`src/rtl/bfx_pkg.sv`:
```
package bfx_pkg;
  localparam int DW = 32;
  localparam int OW = 6;
  localparam int WW = 6;

  // descriptor field positions (lsb of each field)
  localparam int PA_WID = 16;
  localparam int PA_OFF = 0;
  localparam int PB_WID = 8;
  localparam int PB_OFF = 0;
  localparam int PC_WID = 24;
  localparam int PC_OFF = 16;

  typedef enum logic [1:0] {
    PLACE_A   = 2'd0,
    PLACE_B   = 2'd1,
    PLACE_C   = 2'd2,
    PLACE_ALT = 2'd3
  } place_e;
endpackage

```
`src/rtl/bfx_locate.sv`:
```
module bfx_locate
  import bfx_pkg::*;
#(
  parameter int DATA_W = DW,
  parameter int OFF_W  = OW,
  parameter int WID_W  = WW
) (
  input  logic [DATA_W-1:0] desc,
  input  logic [OFF_W-1:0]  imm_off,
  input  logic [WID_W-2:0]  imm_wm1,
  input  logic              use_desc,
  input  logic [1:0]        place,
  output logic [OFF_W-1:0]  off,
  output logic [WID_W-1:0]  wid
);
  localparam logic [WID_W-1:0] WMAX = WID_W'(DATA_W);

  logic [WID_W-1:0] raw_w;
  logic [OFF_W-1:0] raw_o;
  logic [WID_W-1:0] clamped_w;
  logic [WID_W-1:0] imm_w;

  always_comb begin
    unique case (place_e'(place))
      PLACE_B: begin
        raw_w = desc[PB_WID +: WID_W];
        raw_o = desc[PB_OFF +: OFF_W];
      end
      PLACE_C: begin
        raw_w = desc[PC_WID +: WID_W];
        raw_o = desc[PC_OFF +: OFF_W];
      end
      default: begin
        raw_w = desc[PA_WID +: WID_W];
        raw_o = desc[PA_OFF +: OFF_W];
      end
    endcase
  end

  assign clamped_w = (raw_w > WMAX) ? WMAX : raw_w;
  assign imm_w     = {1'b0, imm_wm1} + WID_W'(1);

  assign off = use_desc ? raw_o : imm_off;
  assign wid = use_desc ? clamped_w : imm_w;

  logic desc_unused;
  assign desc_unused = ^{desc[7:6], desc[15:14], desc[23:22], desc[31:30]};
endmodule

```
`src/rtl/bfx_core.sv`:
```
module bfx_core
  import bfx_pkg::*;
#(
  parameter int DATA_W = DW,
  parameter int OFF_W  = OW,
  parameter int WID_W  = WW
) (
  input  logic [DATA_W-1:0] src_lo,
  input  logic [DATA_W-1:0] src_hi,
  input  logic [OFF_W-1:0]  off,
  input  logic [WID_W-1:0]  wid,
  input  logic              sign_en,
  output logic [DATA_W-1:0] res
);
  localparam int PAIR_W = 2 * DATA_W;
  localparam int IDX_W  = $clog2(DATA_W);

  logic [PAIR_W-1:0] pair;
  logic [DATA_W-1:0] shifted;
  logic [DATA_W-1:0] keep;
  logic [IDX_W-1:0]  top_idx;
  logic              fill;

  assign pair    = {src_hi, src_lo};
  assign shifted = DATA_W'(pair >> off);

  for (genvar i = 0; i < DATA_W; i++) begin : g_keep
    assign keep[i] = (WID_W'(i) < wid);
  end

  assign top_idx = IDX_W'(wid - WID_W'(1));
  assign fill    = sign_en && (wid != '0) && shifted[top_idx];
  assign res     = (shifted & keep) | ({DATA_W{fill}} & ~keep);
endmodule

```
`src/rtl/bfx_pair_extract.sv`:
```
module bfx_pair_extract
  import bfx_pkg::*;
#(
  parameter int DATA_W = DW,
  parameter int OFF_W  = OW,
  parameter int WID_W  = WW
) (
  input  logic              clk,
  input  logic              rst,
  input  logic              in_valid,
  input  logic [DATA_W-1:0] src_lo,
  input  logic [DATA_W-1:0] src_hi,
  input  logic [DATA_W-1:0] desc,
  input  logic [OFF_W-1:0]  imm_off,
  input  logic [WID_W-2:0]  imm_wm1,
  input  logic              use_desc,
  input  logic [1:0]        place,
  input  logic              sign_en,
  output logic              out_valid,
  output logic [DATA_W-1:0] out_data
);
  logic [OFF_W-1:0]  off;
  logic [WID_W-1:0]  wid;
  logic [DATA_W-1:0] res;

  bfx_locate #(.DATA_W(DATA_W), .OFF_W(OFF_W), .WID_W(WID_W)) u_locate (
    .desc     (desc),
    .imm_off  (imm_off),
    .imm_wm1  (imm_wm1),
    .use_desc (use_desc),
    .place    (place),
    .off      (off),
    .wid      (wid)
  );

  bfx_core #(.DATA_W(DATA_W), .OFF_W(OFF_W), .WID_W(WID_W)) u_core (
    .src_lo  (src_lo),
    .src_hi  (src_hi),
    .off     (off),
    .wid     (wid),
    .sign_en (sign_en),
    .res     (res)
  );

  always_ff @(posedge clk) begin
    if (rst) begin
      out_valid <= 1'b0;
      out_data  <= '0;
    end else begin
      out_valid <= in_valid;
      if (in_valid) out_data <= res;
    end
  end

  localparam logic [WID_W-1:0] FULL_W = WID_W'(DATA_W);

  a_r2_valid_follow: assert property (@(posedge clk) disable iff (rst)
    in_valid |=> out_valid);
  a_r2_no_spurious: assert property (@(posedge clk) disable iff (rst)
    !in_valid |=> !out_valid);
  a_r6_zero_width: assert property (@(posedge clk) disable iff (rst)
    (in_valid && wid == '0) |=> (out_data == '0));
  a_r7_unsigned_upper: assert property (@(posedge clk) disable iff (rst)
    (in_valid && !sign_en && wid < FULL_W) |=> ((out_data >> $past(wid)) == '0));
  a_r8_signed_upper: assert property (@(posedge clk) disable iff (rst)
    (in_valid && sign_en && wid != '0 && wid < FULL_W) |=>
      (((out_data >> ($past(wid) - WID_W'(1))) == '0) ||
       ((~out_data >> ($past(wid) - WID_W'(1))) == '0)));
endmodule

```
`config.mk`:
```
export PLATFORM = sky130hd
export DESIGN_NAME = bfx_pair_extract
export DESIGN_NICKNAME = d
export VERILOG_FILES = /design/src/rtl/bfx_pkg.sv /design/src/rtl/bfx_locate.sv /design/src/rtl/bfx_core.sv /design/src/rtl/bfx_pair_extract.sv
export SDC_FILE = /design/constraint.sdc
export NUM_CORES = 1
export LEC_CHECK = 0
export ABC_AREA = 1
export ABC_CLOCK_PERIOD_IN_PS = 5300
export BUFFER_PORTS_ARGS = -buffer_cell sky130_fd_sc_hd__clkbuf_2
export CAP_MARGIN = 20
export CORE_AREA = 10 10 150 152
export CTS_BUF_LIST = sky130_fd_sc_hd__clkbuf_8
export DETAILED_ROUTE_END_ITERATION = 12
export DIE_AREA = 0 0 160 162
export PLACE_DENSITY = 0.53
export SLEW_MARGIN = 5
export SYNTH_ARGS = -nofsm -noshare
export SYNTH_HDL_FRONTEND = slang
export SYNTH_HIERARCHICAL = 1
export SYNTH_SLANG_ARGS = --single-unit
```
`constraint.sdc`:
```
create_clock -name clk -period 5.3 [get_ports clk]
set_input_delay 1.06 -clock clk [delete_from_list [all_inputs] [get_ports clk]]
set_output_delay 1.06 -clock clk [all_outputs]
set_load 0.1 [all_outputs]
```
Word-level counts from Yosys, hierarchy flattened. Index checks and enable logic that the tools add are counted.

Register bits: 33. Logic and storage cells: 55. Output and inout port bits: 33.

$add $sub $neg: 2. Equal/unequal tests: 2. Shift-type cells: 1. Order comparisons: 34. Bitwise gates (word level): 4. Reductions and logical operators: 3. Mux-type cells: 7.

Operators by type and width (number): 5-bit by 6-bit less-than comparator with 1-bit output, first input constant (16); 32-bit AND (2); 64-bit by 6-bit >> shifter with 32-bit output (1); 4-bit by 6-bit less-than comparator with 1-bit output, first input constant (8); 32-bit inverter (1); 32-bit OR (1); 3-bit by 6-bit less-than comparator with 1-bit output, first input constant (4); 6-bit two-way mux (4); 1-bit by 6-bit less-than comparator with 1-bit output, first input constant (2); 2-bit by 6-bit less-than comparator with 1-bit output, first input constant (2); 6-bit one-hot mux with 2 select lines (1); 5-bit by 1-bit adder with 6-bit output, second input constant (1); 6-bit > comparator, second input constant (1); 5-bit by 6-bit less-than comparator with 1-bit output, second input constant (1); 6-bit nonzero test (1); 1-bit binary-select mux with 5-bit select (1); 5-bit by 1-bit subtractor with 5-bit output, second input constant (1); 2-bit by 1-bit equality test with 1-bit output, second input constant (1); 2-bit equality test, second input constant (1); 1-bit logical AND (2); 1-bit two-way mux (1).

Longest topological paths before layout. Gate-level depths: netlist of the first run.

Word-level depth: 11. Gate-level depth with buffers: 30. Depth with buffers taken out: 26.

By module. Netlist of the first run, hierarchy kept.

Modules (own cells, without submodules): bfx_core (instances 1, area each 4904.7 µm², cells each 1062); bfx_pair_extract (instances 1, area each 1352.5 µm², cells each 206); bfx_locate (instances 1, area each 475.5 µm², cells each 98).

Worst setup path before layout of the first run. Ideal clock, no wire load.

Path kind: input to register. From: input place[0]. To: register out_data[23]. Arrival: 4110 ps. Stages on the path: 27. Setup slack: 1125 ps. Path buffers: 4. Data required time: 5235 ps. Cells stage by stage: inv_1 ha_1 buf_6 inv_4 or2_0 nand2_1 nor2_1 nand2_1 nand2_1 clkbuf_1 clkinv_1 clkbuf_1 ha_1 inv_1 nor2_1 nor2_1 inv_1 nand3_1 nand3_1 nand3_2 buf_2 nand4_1 nand2_1 inv_1 nand2_1 nand2_1 nor2_1.

Cells in the longest elaborated chain, start to end: 11.

RTL lines: start, declared (line bfx_pair_extract.sv:17) `input logic [1:0] place,`; 2-bit equality test / 2-bit by 1-bit equality test with 1-bit output (equally long branches) (line bfx_locate.sv:24) `unique case (place_e'(place))`; 6-bit one-hot mux with 2 select lines * (line bfx_locate.sv:24); 6-bit > comparator (line bfx_locate.sv:40) `assign clamped_w = (raw_w > WMAX) ? WMAX : raw_w;`; 6-bit two-way mux * (line bfx_locate.sv:40); 6-bit two-way mux * (line bfx_locate.sv:44) `assign wid = use_desc ? clamped_w : imm_w;`; via wid[0] (line bfx_pair_extract.sv:23) `logic [WID_W-1:0] wid;`; 5-bit by 1-bit subtractor with 5-bit output (line bfx_core.sv:31) `assign top_idx = IDX_W'(wid - WID_W'(1));`; 1-bit binary-select mux with 5-bit select (line bfx_core.sv:32) `assign fill = sign_en && (wid != '0) && shifted[top_idx];`; 1-bit two-way mux (implied by the code) (line bfx_core.sv:32); 1-bit logical AND (line bfx_core.sv:32); 32-bit AND (line bfx_core.sv:33) `assign res = (shifted & keep) | ({DATA_W{fill}} & ~keep);`; 32-bit OR * (line bfx_core.sv:33); via res[23] (line bfx_pair_extract.sv:24) `logic [DATA_W-1:0] res;`; end signal, assigned (line bfx_pair_extract.sv:51) `if (in_valid) out_data <= res;`; end, declared (line bfx_pair_extract.sv:20) `output logic [DATA_W-1:0] out_data`.

Mark *: on every way through the listed nets, which the timed path passes. The rest lies on a longest branch. The select of a mux whose other input is x is not followed. A chain may end at the register's enable or synchronous reset.

Worst setup path after layout of the first run.
From: input place[0]. To: register out_data[24].

RTL lines: 2-bit equality test * (line bfx_locate.sv:24); 6-bit two-way mux * (line bfx_locate.sv:24); 6-bit two-way mux * (line bfx_locate.sv:43) `assign off = use_desc ? raw_o : imm_off;`; via off[1] (line bfx_pair_extract.sv:22) `logic [OFF_W-1:0] off;`; 64-bit by 6-bit >> shifter with 32-bit output * (line bfx_core.sv:25) `assign shifted = DATA_W'(pair >> off);`; 1-bit binary-select mux with 5-bit select (line bfx_core.sv:32); 1-bit two-way mux (implied by the code) (line bfx_core.sv:32); 1-bit logical AND (line bfx_core.sv:32); 32-bit AND (line bfx_core.sv:33); 32-bit OR * (line bfx_core.sv:33); via res[24] (line bfx_pair_extract.sv:24).

Marked as above.

==> reports/metrics.cfg, run 1 <==
[floorplanning]
core_mm2 = 0.01940
die_h_um = 162
dieWidth_um = 160
num_io_pins = 147
fp.dieArea_mm2 = 0.02592
initial_core_util_pct = 34.71
rows = 51

[detailed_routing]
via_per_inst = 5.377
first_iter_violations = 855
route.met2.wl_um = 11740
top_layer = met4
met1_length_um = 11430
num_vias = 9151
postRouteAntennaNets = 0
wire_per_inst_um = 15.24
drc = 0
wl_met3_um = 1861
drt-total-wl_um = 25950
drtPass1Iterations = 8

[setup_path]
end_kind = register
start_kind = primary input
crit_buf_inv = 7
worstPathArrival_ps = 4930
crit_type = primary input to register
cpMaxStageDelayCell = clkinv_2
cp.required_ps = 5530
crit_fanout = 40
cpPeakStageDelay_ps = 440
crit_family = buffers and inverters

[global_routing]
overflow = 0
grt_max_degree = 66
track_usage_pct = 19.38
grt_pass1_vias = 8705
grt_pass1_wl_um = 42880
antenna_found_initial = 0

[sta]
finalSetupTns_ps = 0
clock_skew_ps = 0
slew_headroom_pct = 36.89
tightest_slew_ps = 945.7
grt_setup_unrepaired = no
hold_viol_final = 0
fmax_mhz = 212.6
timing.final.crit_share_pct = 88.75
period_needed_ps = 4704
setup_viol = 0
maxSlewViolCount = 0

[yosys]
synth_top_family_by_area = simple AND/OR/NAND/NOR gates
synthAdderAreaFrac_pct = 0.9292
ys_ff_latch = 33
synthSimpleGateAreaFrac_pct = 68.46
synth_xor_area_share_pct = 0.2602
ys_seq_area_share_pct = 9.812
netlist_area_mm2 = 0.006733
synth.distinct_cells = 34
yosysWarnings = 6
synth_compound_area_share_pct = 6.969
synth_mux_area_share_pct = 0
synth_nets = 1485
synth_area_per_cell_um2 = 4.929
netlist_instances = 1366

[cells_and_area]
mostFrequentLayoutCells = nand2_1, nand3_1, clkbuf_2, inv_1, nor2_1
areaGrowthSynthToFinish_pct = 12.08
layout.cells.most_common = nand2_1
nets = 1555
drive_gt1_share_pct = 12.73
antenna_cells = 0

[clocking]
post_cts_buffers = 0
cts-htree-levels = 2
clock_latency_ps = 290
cts-buffers-inserted = 5
cts_tree = built
cts_root_buf = clkbuf_8
clkTransAtPathRegs_ps = 70
cts_buffer_depth = 2
cts_sinks = 33

[power_and_ir_drop]
totalPowerFinal_mw = 1.858
leakagePower_nw = 4.107
p_per_area_mw_per_mm2 = 246.2
ir_worst_vdd_v = 0.00009999

[place]
hpwlAfterDp_um = 20650
port_buffers = 138
gp_congestion = 0.9751

[min_path]
hold_class = register to register

[job]
maxCapViolCount = 0

[run_status]
outcome = finished clean

==> state kept, by name, summed over array words and instances (netlist names) <==
name,flops
out_valid,1
out_data,32
==> synth_stat cells <==
| cell | number | area (um2) |
|---|---|---|
| buf_1 | 18 | 67.56 |
| o21ai_2 | 3 | 26.28 |
| nor2_1 | 91 | 341.6 |
| nor3_1 | 3 | 15.01 |
| a21oi_1 | 6 | 30.03 |
| xor2_1 | 2 | 17.52 |
| buf_6 | 10 | 112.6 |
| or4_1 | 1 | 7.510 |
| nand4_1 | 37 | 231.5 |
| nand3_1 | 439 | 2197 |
| a31oi_1 | 2 | 12.51 |
| clkinv_1 | 1 | 3.750 |
| nand2_1 | 463 | 1738 |
| or2_2 | 1 | 6.260 |
| buf_2 | 35 | 175.2 |
| nand2_2 | 1 | 6.260 |
| inv_1 | 94 | 352.8 |
| a22oi_1 | 1 | 7.510 |
| o21a_1 | 3 | 22.52 |
| or2_1 | 1 | 6.260 |
| nor4_1 | 1 | 6.260 |
| nand3_2 | 1 | 10.01 |
| ha_1 | 5 | 62.56 |
| o21ai_0 | 26 | 130.1 |
| o211ai_1 | 3 | 22.52 |
| inv_4 | 1 | 6.260 |
| dfxtp_1 | 33 | 660.6 |
| or2_0 | 1 | 6.260 |
| inv_2 | 5 | 18.77 |
| o21ai_1 | 30 | 150.1 |
| clkbuf_1 | 19 | 71.32 |
| a21o_1 | 9 | 67.56 |
| and2_1 | 6 | 37.54 |
| buf_4 | 14 | 105.1 |
==> where the power goes <==
| group | switching [mW] | internal [mW] | leakage (nW) |
|---|---|---|---|
| sequential | 0.0125 | 0.275 | 0.274 |
| combinational | 1.00 | 0.383 | 3.78 |
| clock | 0.0945 | 0.0890 | 0.0491 |
==> stage by stage <==
stage	area, um2	hold WS (ps)	setup slack, ps	std cells	util, %
after global routing	7546	491.3	90.15	1702	38.90
after floorplan	6733	909.4	1125	1366	-
after global placement	7455	459.9	201.9	1694	38.43
after detailed placement	7455	462.7	192.1	1694	38.43
final	7546	469.2	596.4	1702	38.90
after CTS	7537	471.7	500.2	1702	38.85
==> kinds of logic after synthesis <==
| kind of cell | Yosys count |
|---|---|
| adder cells (fa/ha/maj) | 5 |
| AND/OR/NAND/NOR | 1046 |
| flip-flops | 33 |
| buffers and inverters | 197 |
| XOR/XNOR | 2 |
| AO/OA/AOI/OAI | 83 |
==> layer usage <==
layer | vias to the layer above | GRT usage, %
met5 | - | 0
met4 | 0 | 7.220
met3 | 64 | 3.893
met2 | 355 | 32.11
met1 | 4063 | 24.29
li1 | 4669 | -
==> tightest hold or removal path: cells and delay by family (launching register included) <==
family | cells | cell delay (ps)
flip-flops | 1 | 310
AND/OR/NAND/NOR | 2 | 130
==> what timing repair did <==
action | in CTS | in global routing
endpoints found under the setup margin | 0 | 31
hold buffers | 0 | 0
gates resized for setup | 0 | 2
==> area by class of cell <==
class	instances	area [um2]
clock buffers	5	68.82
repair buffers	159	873.3
well taps	265	331.6
clock inverters	3	13.76
fillers	2296	11850
flip-flops and latches	33	660.6
multi-input cells	1136	5215
inverters	101	382.9
==> path summary, 6_finish.rpt <==
path                 from      endpoint  slack (ps)  cells past startpoint
max              place[0]  out_data[24]         600                     26
min reg2reg   out_data[9]   out_data[9]         470                      2
min           out_data[9]   out_data[9]         470                      2
max reg2reg  out_data[23]  out_data[23]        4730                      2
No activity file was read; power rests on OpenSTA's default activity.
==> inputs of run 2 (changes only) <==
--- a/config.mk
+++ b/config.mk
@@ -5,15 +5,15 @@
 export SDC_FILE = /design/constraint.sdc
 export NUM_CORES = 1
 export LEC_CHECK = 0
-export ABC_AREA = 1
+export ABC_AREA = 0
 export ABC_CLOCK_PERIOD_IN_PS = 5300
 export BUFFER_PORTS_ARGS = -buffer_cell sky130_fd_sc_hd__clkbuf_2
 export CAP_MARGIN = 20
-export CORE_AREA = 10 10 150 152
+export CORE_AREA = 10 10 137 139
 export CTS_BUF_LIST = sky130_fd_sc_hd__clkbuf_8
 export DETAILED_ROUTE_END_ITERATION = 12
-export DIE_AREA = 0 0 160 162
-export PLACE_DENSITY = 0.53
+export DIE_AREA = 0 0 147 149
+export PLACE_DENSITY = 0.65
 export SLEW_MARGIN = 5
 export SYNTH_ARGS = -nofsm -noshare
 export SYNTH_HDL_FRONTEND = slang
==> reports/metrics.cfg, run 2 <==
[cells_and_area]
layout.cells.most_common = buf_4
top_register = out_data
mostFrequentLayoutCells = buf_4, clkbuf_2, mux2i_1, nor2_1, nand2_1
largest_reg_flops = 32
drive_gt1_share_pct = 40.73
antenna_cells = 0
reg_top3 = out_data x32, out_valid x1
final_cells = 1283
nets = 1181
areaGrowthSynthToFinish_pct = 27.60
fillers = 1509

[setup_path]
cp.required_ps = 5440
crit_fanout = 17
crit_end = out_data[17]
cp-startpoint = place[0]
r2r-end = out_data[17]
worstPathArrival_ps = 5200
reg2reg_depth = 2
crit_type = primary input to register
reg2reg_slack_ps = 4640
rr_startpoint = out_data[17]
end_kind = register
start_kind = primary input

[detailed_routing]
drtPass1Iterations = 6
drc = 0
drt-total-wl_um = 32600
num_vias = 8350
via_per_inst = 6.508
postRouteAntennaNets = 0
wire_per_inst_um = 25.41
first_iter_violations = 857

[clocking]
clock_latency_ps = 280
cts_resized = 0
cts_buffer_depth = 2
cts-htree-levels = 2
cts_sinks = 33
clkTransAtPathRegs_ps = 70
cts_root_buf = clkbuf_8
cts_hold_buf = 0
cts_tree = built
post_cts_buffers = 0
cts-buffers-inserted = 5

[place]
gp_congestion = 1.031
dpl.cell_count = 1264
hpwlAfterDp_um = 27160
pre_cts_ws_ps = -160.4
port_buffers = 138

[global_routing]
grt_max_degree = 34
grt_pass1_vias = 8240
antenna_found_initial = 0
grt_pass1_wl_um = 49550
overflow = 0
track_usage_pct = 28.51

[yosys]
async_reset_ff_share_pct = 0
yosys.area.top_type = mux4_2
synth_area_per_cell_um2 = 8.514
synth_nets = 954
yosysMostFrequentCell = mux2i_1
synth.distinct_cells = 77
ys_ff_latch = 33
netlist_area_mm2 = 0.007109
synth_top_cell_area_share_pct = 21.22
synthTopCellsByArea = mux4_2, mux2i_1, dfxtp_1, mux2_2, nor2_1
netlist_instances = 835
ys_seq_area_share_pct = 9.293
ys_top_cells_by_count = mux2i_1, nor2_1, nand2_1
synth-main-ff-cell = dfxtp_1
synth-edff-count = 0
yosysWarnings = 6

[sta]
period_needed_ps = 5053
tightest_slew_ps = 1043
grt_setup_unrepaired = no
fmax_mhz = 197.9
slew_headroom_pct = 30.47
finalWorstSetupSlack_ps = 246.6
timing.final.crit_share_pct = 95.35
clock_skew_ps = 0
hold_viol_final = 0
setup_viol = 0
maxSlewViolCount = 0

[power_and_ir_drop]
p_int_mw = 1.138
seqPwrFrac_pct = 12.8
power_frac_comb_pct = 76.9
p_per_area_mw_per_mm2 = 260.0
power.switching_mw = 1.221
netSwitchingFraction_pct = 51.76
totalPowerFinal_mw = 2.359
clkPwrFrac_pct = 10.3
ir_worst_vdd_v = 0.0002166
leakagePower_nw = 3.994

[floorplanning]
num_io_pins = 147
fp.dieArea_mm2 = 0.02190
dieWidth_um = 147
die_h_um = 149
rows = 47
initial_core_util_pct = 43.96
core_mm2 = 0.01617

[job]
maxCapViolCount = 0

[run_status]
outcome = finished clean

[min_path]
hold_class = register to register

[run 2: changes by cell type in the layout (fill, tap and decap cells not counted), moves of 22 or more]
| cell | previous run | this run |
|---|---|---|
| o22ai_1 | 0 | 22 |
| buf_4 | 19 | 152 |
| a21oi_1 | 6 | 28 |
| mux4_2 | 0 | 67 |
| nand4_1 | 37 | 3 |
| mux2_2 | 0 | 29 |
| nand3_1 | 439 | 22 |
| mux2i_1 | 0 | 114 |
| inv_1 | 95 | 13 |
| nand2_1 | 463 | 76 |
[run 2: metrics by stage]
step                util [%]  cell area (um2)  TNS (ps)  hold WS [ps]
floorplan                  -             7109         0         975.0
global placement       54.63             8835     -2186         471.1
global route           56.09             9071         0         532.0
detailed placement     54.63             8835     -2999         479.5
CTS                    55.35             8951         0         496.0
finish                 56.09             9071         0         492.4
[run 2: how the worst min path moves through the flow]
stage                      start           end  cells after the start
floorplan            out_data[0]   out_data[0]                      2
global placement    out_data[17]  out_data[17]                      2
detailed placement  out_data[24]  out_data[24]                      2
CTS                 out_data[19]  out_data[19]                      2
global route         out_data[3]   out_data[3]                      2
finish              out_data[24]  out_data[24]                      2
[run 2: cell families after synthesis]
logic type	count (synthesis)	synth area share, %
simple gates	262	16.81
mux	210	41.87
flops	33	9.292
compound gates	230	23.21
fa+ha+maj	5	0.8800
buf+inv	91	7.445
xor+xnor	4	0.4929
[run 2: power by group through the flow]
stage | Clock [mW] | Sequential [mW] | Combinational (mW)
5_1_grt | 0.256 | 0.307 | 1.91
3_3_place_gp | 0 | 0.306 | 1.75
6_report | 0.242 | 0.302 | 1.81
3_5_place_dp | 0 | 0.307 | 1.76
2_1_floorplan | 0 | 0.557 | 0.888
4_1_cts | 0.248 | 0.302 | 1.76
[run 2: metal layers]
metal	wire length (um)	track usage, %	share of wire (%)	vias up
met5	0	0	0	-
met4	1952	14.82	6.0	0
met3	2686	5.704	8.2	105
met2	15100	47.44	46	501
met1	12860	34.31	39	3995
li1	-	-	-	3749
[run 2: critical path, stage by stage]
cell and delay, ps:
clkbuf_2 90, inv_1 40, ha_1 220, buf_4 200, mux2i_1 170, a21oi_4 190
buf_12 180, buf_4 150, mux4_2 500, mux2i_1 280, mux2i_1 130, a32oi_1 330
o21ai_1 220, a221o_1 340, o211a_1 250, o211ai_2 270, buf_4 230, mux2i_1 100
mux2i_1 180, nor2_1 60
[run 2: final cells by class]
class	count	area (um2)	area share, %
clock buffers	6	82.58	0.9103
multi-input cells	711	5995	66.08
well taps	220	275.3	3.034
repair buffers	297	1972	21.74
flip-flops and latches	33	660.6	7.283
inverters	14	52.55	0.5793
clock inverters	2	33.78	0.3724
==> inputs of run 3 (changes only) <==
--- a/config.mk
+++ b/config.mk
@@ -10,7 +10,6 @@
 export BUFFER_PORTS_ARGS = -buffer_cell sky130_fd_sc_hd__clkbuf_2
 export CAP_MARGIN = 20
 export CORE_AREA = 10 10 137 139
-export CTS_BUF_LIST = sky130_fd_sc_hd__clkbuf_8
 export DETAILED_ROUTE_END_ITERATION = 12
 export DIE_AREA = 0 0 147 149
 export PLACE_DENSITY = 0.65
==> reports/metrics.cfg, run 3 (synthesis gave the netlist of run 2 again) <==
[run_status]
outcome = finished clean

[sta]
slew_headroom_pct = 30.44
timing.hold.ws_ps = 487.3
setup_viol = 0
grt_setup_unrepaired = no
finalSetupTns_ps = 0
fmax_mhz = 198.4
clock_skew_ps = 0
tightest_slew_ps = 1043
hold_viol_final = 0
period_needed_ps = 5041
maxSlewViolCount = 0
timing.final.crit_share_pct = 95.12

[cells_and_area]
final_cell_area_mm2 = 0.009128
nets = 1181
reg_top3 = out_data x32, out_valid x1
fillers = 1500
drive_gt1_share_pct = 40.73
layout.cells.most_common = buf_4
regArea_um2 = 660.6
areaGrowthSynthToFinish_pct = 28.39
fin_util_pct = 56.44
largest_reg_flops = 32
top_register = out_data
mostFrequentLayoutCells = buf_4, clkbuf_2, mux2i_1, nor2_1, nand2_1
antenna_cells = 0
multi_input_area_mm2 = 0.005995

[min_path]
hold_class = register to register
holdPathEnd = out_data[24]
holdPathStages = 2
min-delay-start = out_data[24]

[detailed_routing]
num_vias = 8340
postRouteAntennaNets = 0
drt-total-wl_um = 32630
wire_per_inst_um = 25.44
drtPass1Iterations = 5
first_iter_violations = 838
drc = 0
via_per_inst = 6.500

[global_routing]
antenna_found_initial = 0
track_usage_pct = 28.53
grt_pass1_vias = 8259
grt_max_degree = 34
overflow = 0
grt_pass1_wl_um = 49610

[setup_path]
crit_fanout = 17
r2r-end = out_data[5]
reg2reg_slack_ps = 4640
start_kind = primary input
cp.required_ps = 5430
crit_type = primary input to register
rr_startpoint = out_data[5]
end_kind = register
reg2reg_depth = 2
worstPathArrival_ps = 5180
cp-startpoint = place[0]

[place]
port_buffers = 138
placed_area_mm2 = 0.008835
hpwlAfterDp_um = 27160
gp_congestion = 1.031

[clocking]
cts_hold_buf = 0
clkTransAtPathRegs_ps = 60
cts_tree = built
cts-htree-levels = 2
clock_latency_ps = 280
cts_buffer_depth = 2
cts_sinks = 33
cts_root_buf = clkbuf_16
cts-buffers-inserted = 5

[floorplanning]
fp.dieArea_mm2 = 0.02190
die_h_um = 149
initial_core_util_pct = 43.96
core_mm2 = 0.01617
num_io_pins = 147
rows = 47
dieWidth_um = 147

[power_and_ir_drop]
p_per_area_mw_per_mm2 = 268.8
ir_worst_vdd_v = 0.0002493
leakagePower_nw = 4.016

[job]
maxCapViolCount = 0

## run 3: cell count changes in the layout (fill, tap and decap cells not counted)
cell	before	now
clkbuf_8	6	1
clkbuf_16	0	5
clkbuf_1	0	1
inv_1	13	12
## run 3: area by class of cell
| cell class | count | share of cell area, % |
|---|---|---|
| tap | 220 | 3.016 |
| inverter | 14 | 0.5757 |
| sequential | 33 | 7.238 |
| clock inverter | 1 | 0.3290 |
| multi-input combinational | 711 | 65.68 |
| clock buffer | 7 | 1.563 |
| timing repair buffer | 297 | 21.60 |
## run 3: timing repair
action,in CTS,in global routing
setup endpoints to repair,0,31
buffers inserted,0,11
gates resized for setup,0,0
## run 3: power by group
group | total (mW) | switching, mW | internal (mW)
Sequential | 0.302 | 0.0183 | 0.284
Clock | 0.338 | 0.103 | 0.235
Combinational | 1.81 | 1.11 | 0.703
## run 3: critical path: stages
cell and delay (ps):
clkbuf_2 90, inv_1 40, ha_1 220, buf_4 200
mux2i_1 170, a21oi_4 190, buf_12 180, buf_4 150
mux4_2 500, mux2i_1 280, mux2i_1 130, a32oi_1 320
o21ai_1 220, a221o_1 340, o211a_1 250, o211ai_2 270
buf_4 230, mux2i_1 100, mux2i_1 170, nor2_1 60
## run 3: worst max-delay path by stage
stage                     slack, ps           end  cells after the start
after global placement         -110  out_data[13]                     21
after CTS                       100  out_data[17]                     18
after detailed placement       -160  out_data[13]                     21
after floorplan                 580  out_data[10]                     21
after global routing             10  out_data[17]                     20
final                           260  out_data[17]                     20
## run 3: through the flow
step / worst slack (ps) / instances / power, mW
after floorplan: 578.6 / 835 / 1.445
after global placement: -110.5 / 1264 / 2.057
after detailed placement: -160.4 / 1264 / 2.063
after CTS: 95.37 / 1272 / 2.406
after global routing: 11.32 / 1283 / 2.568
final: 258.6 / 1283 / 2.453
## run 3: routing by layer
layer / part of all wire (%) / GRT usage [%] / vias up
met5: 0 / 0 / -
met1: 39 / 34.30 / 3960
met2: 46 / 47.46 / 536
met4: 5.8 / 14.92 / 0
met3: 8.3 / 5.734 / 100
li1: - / - / 3744
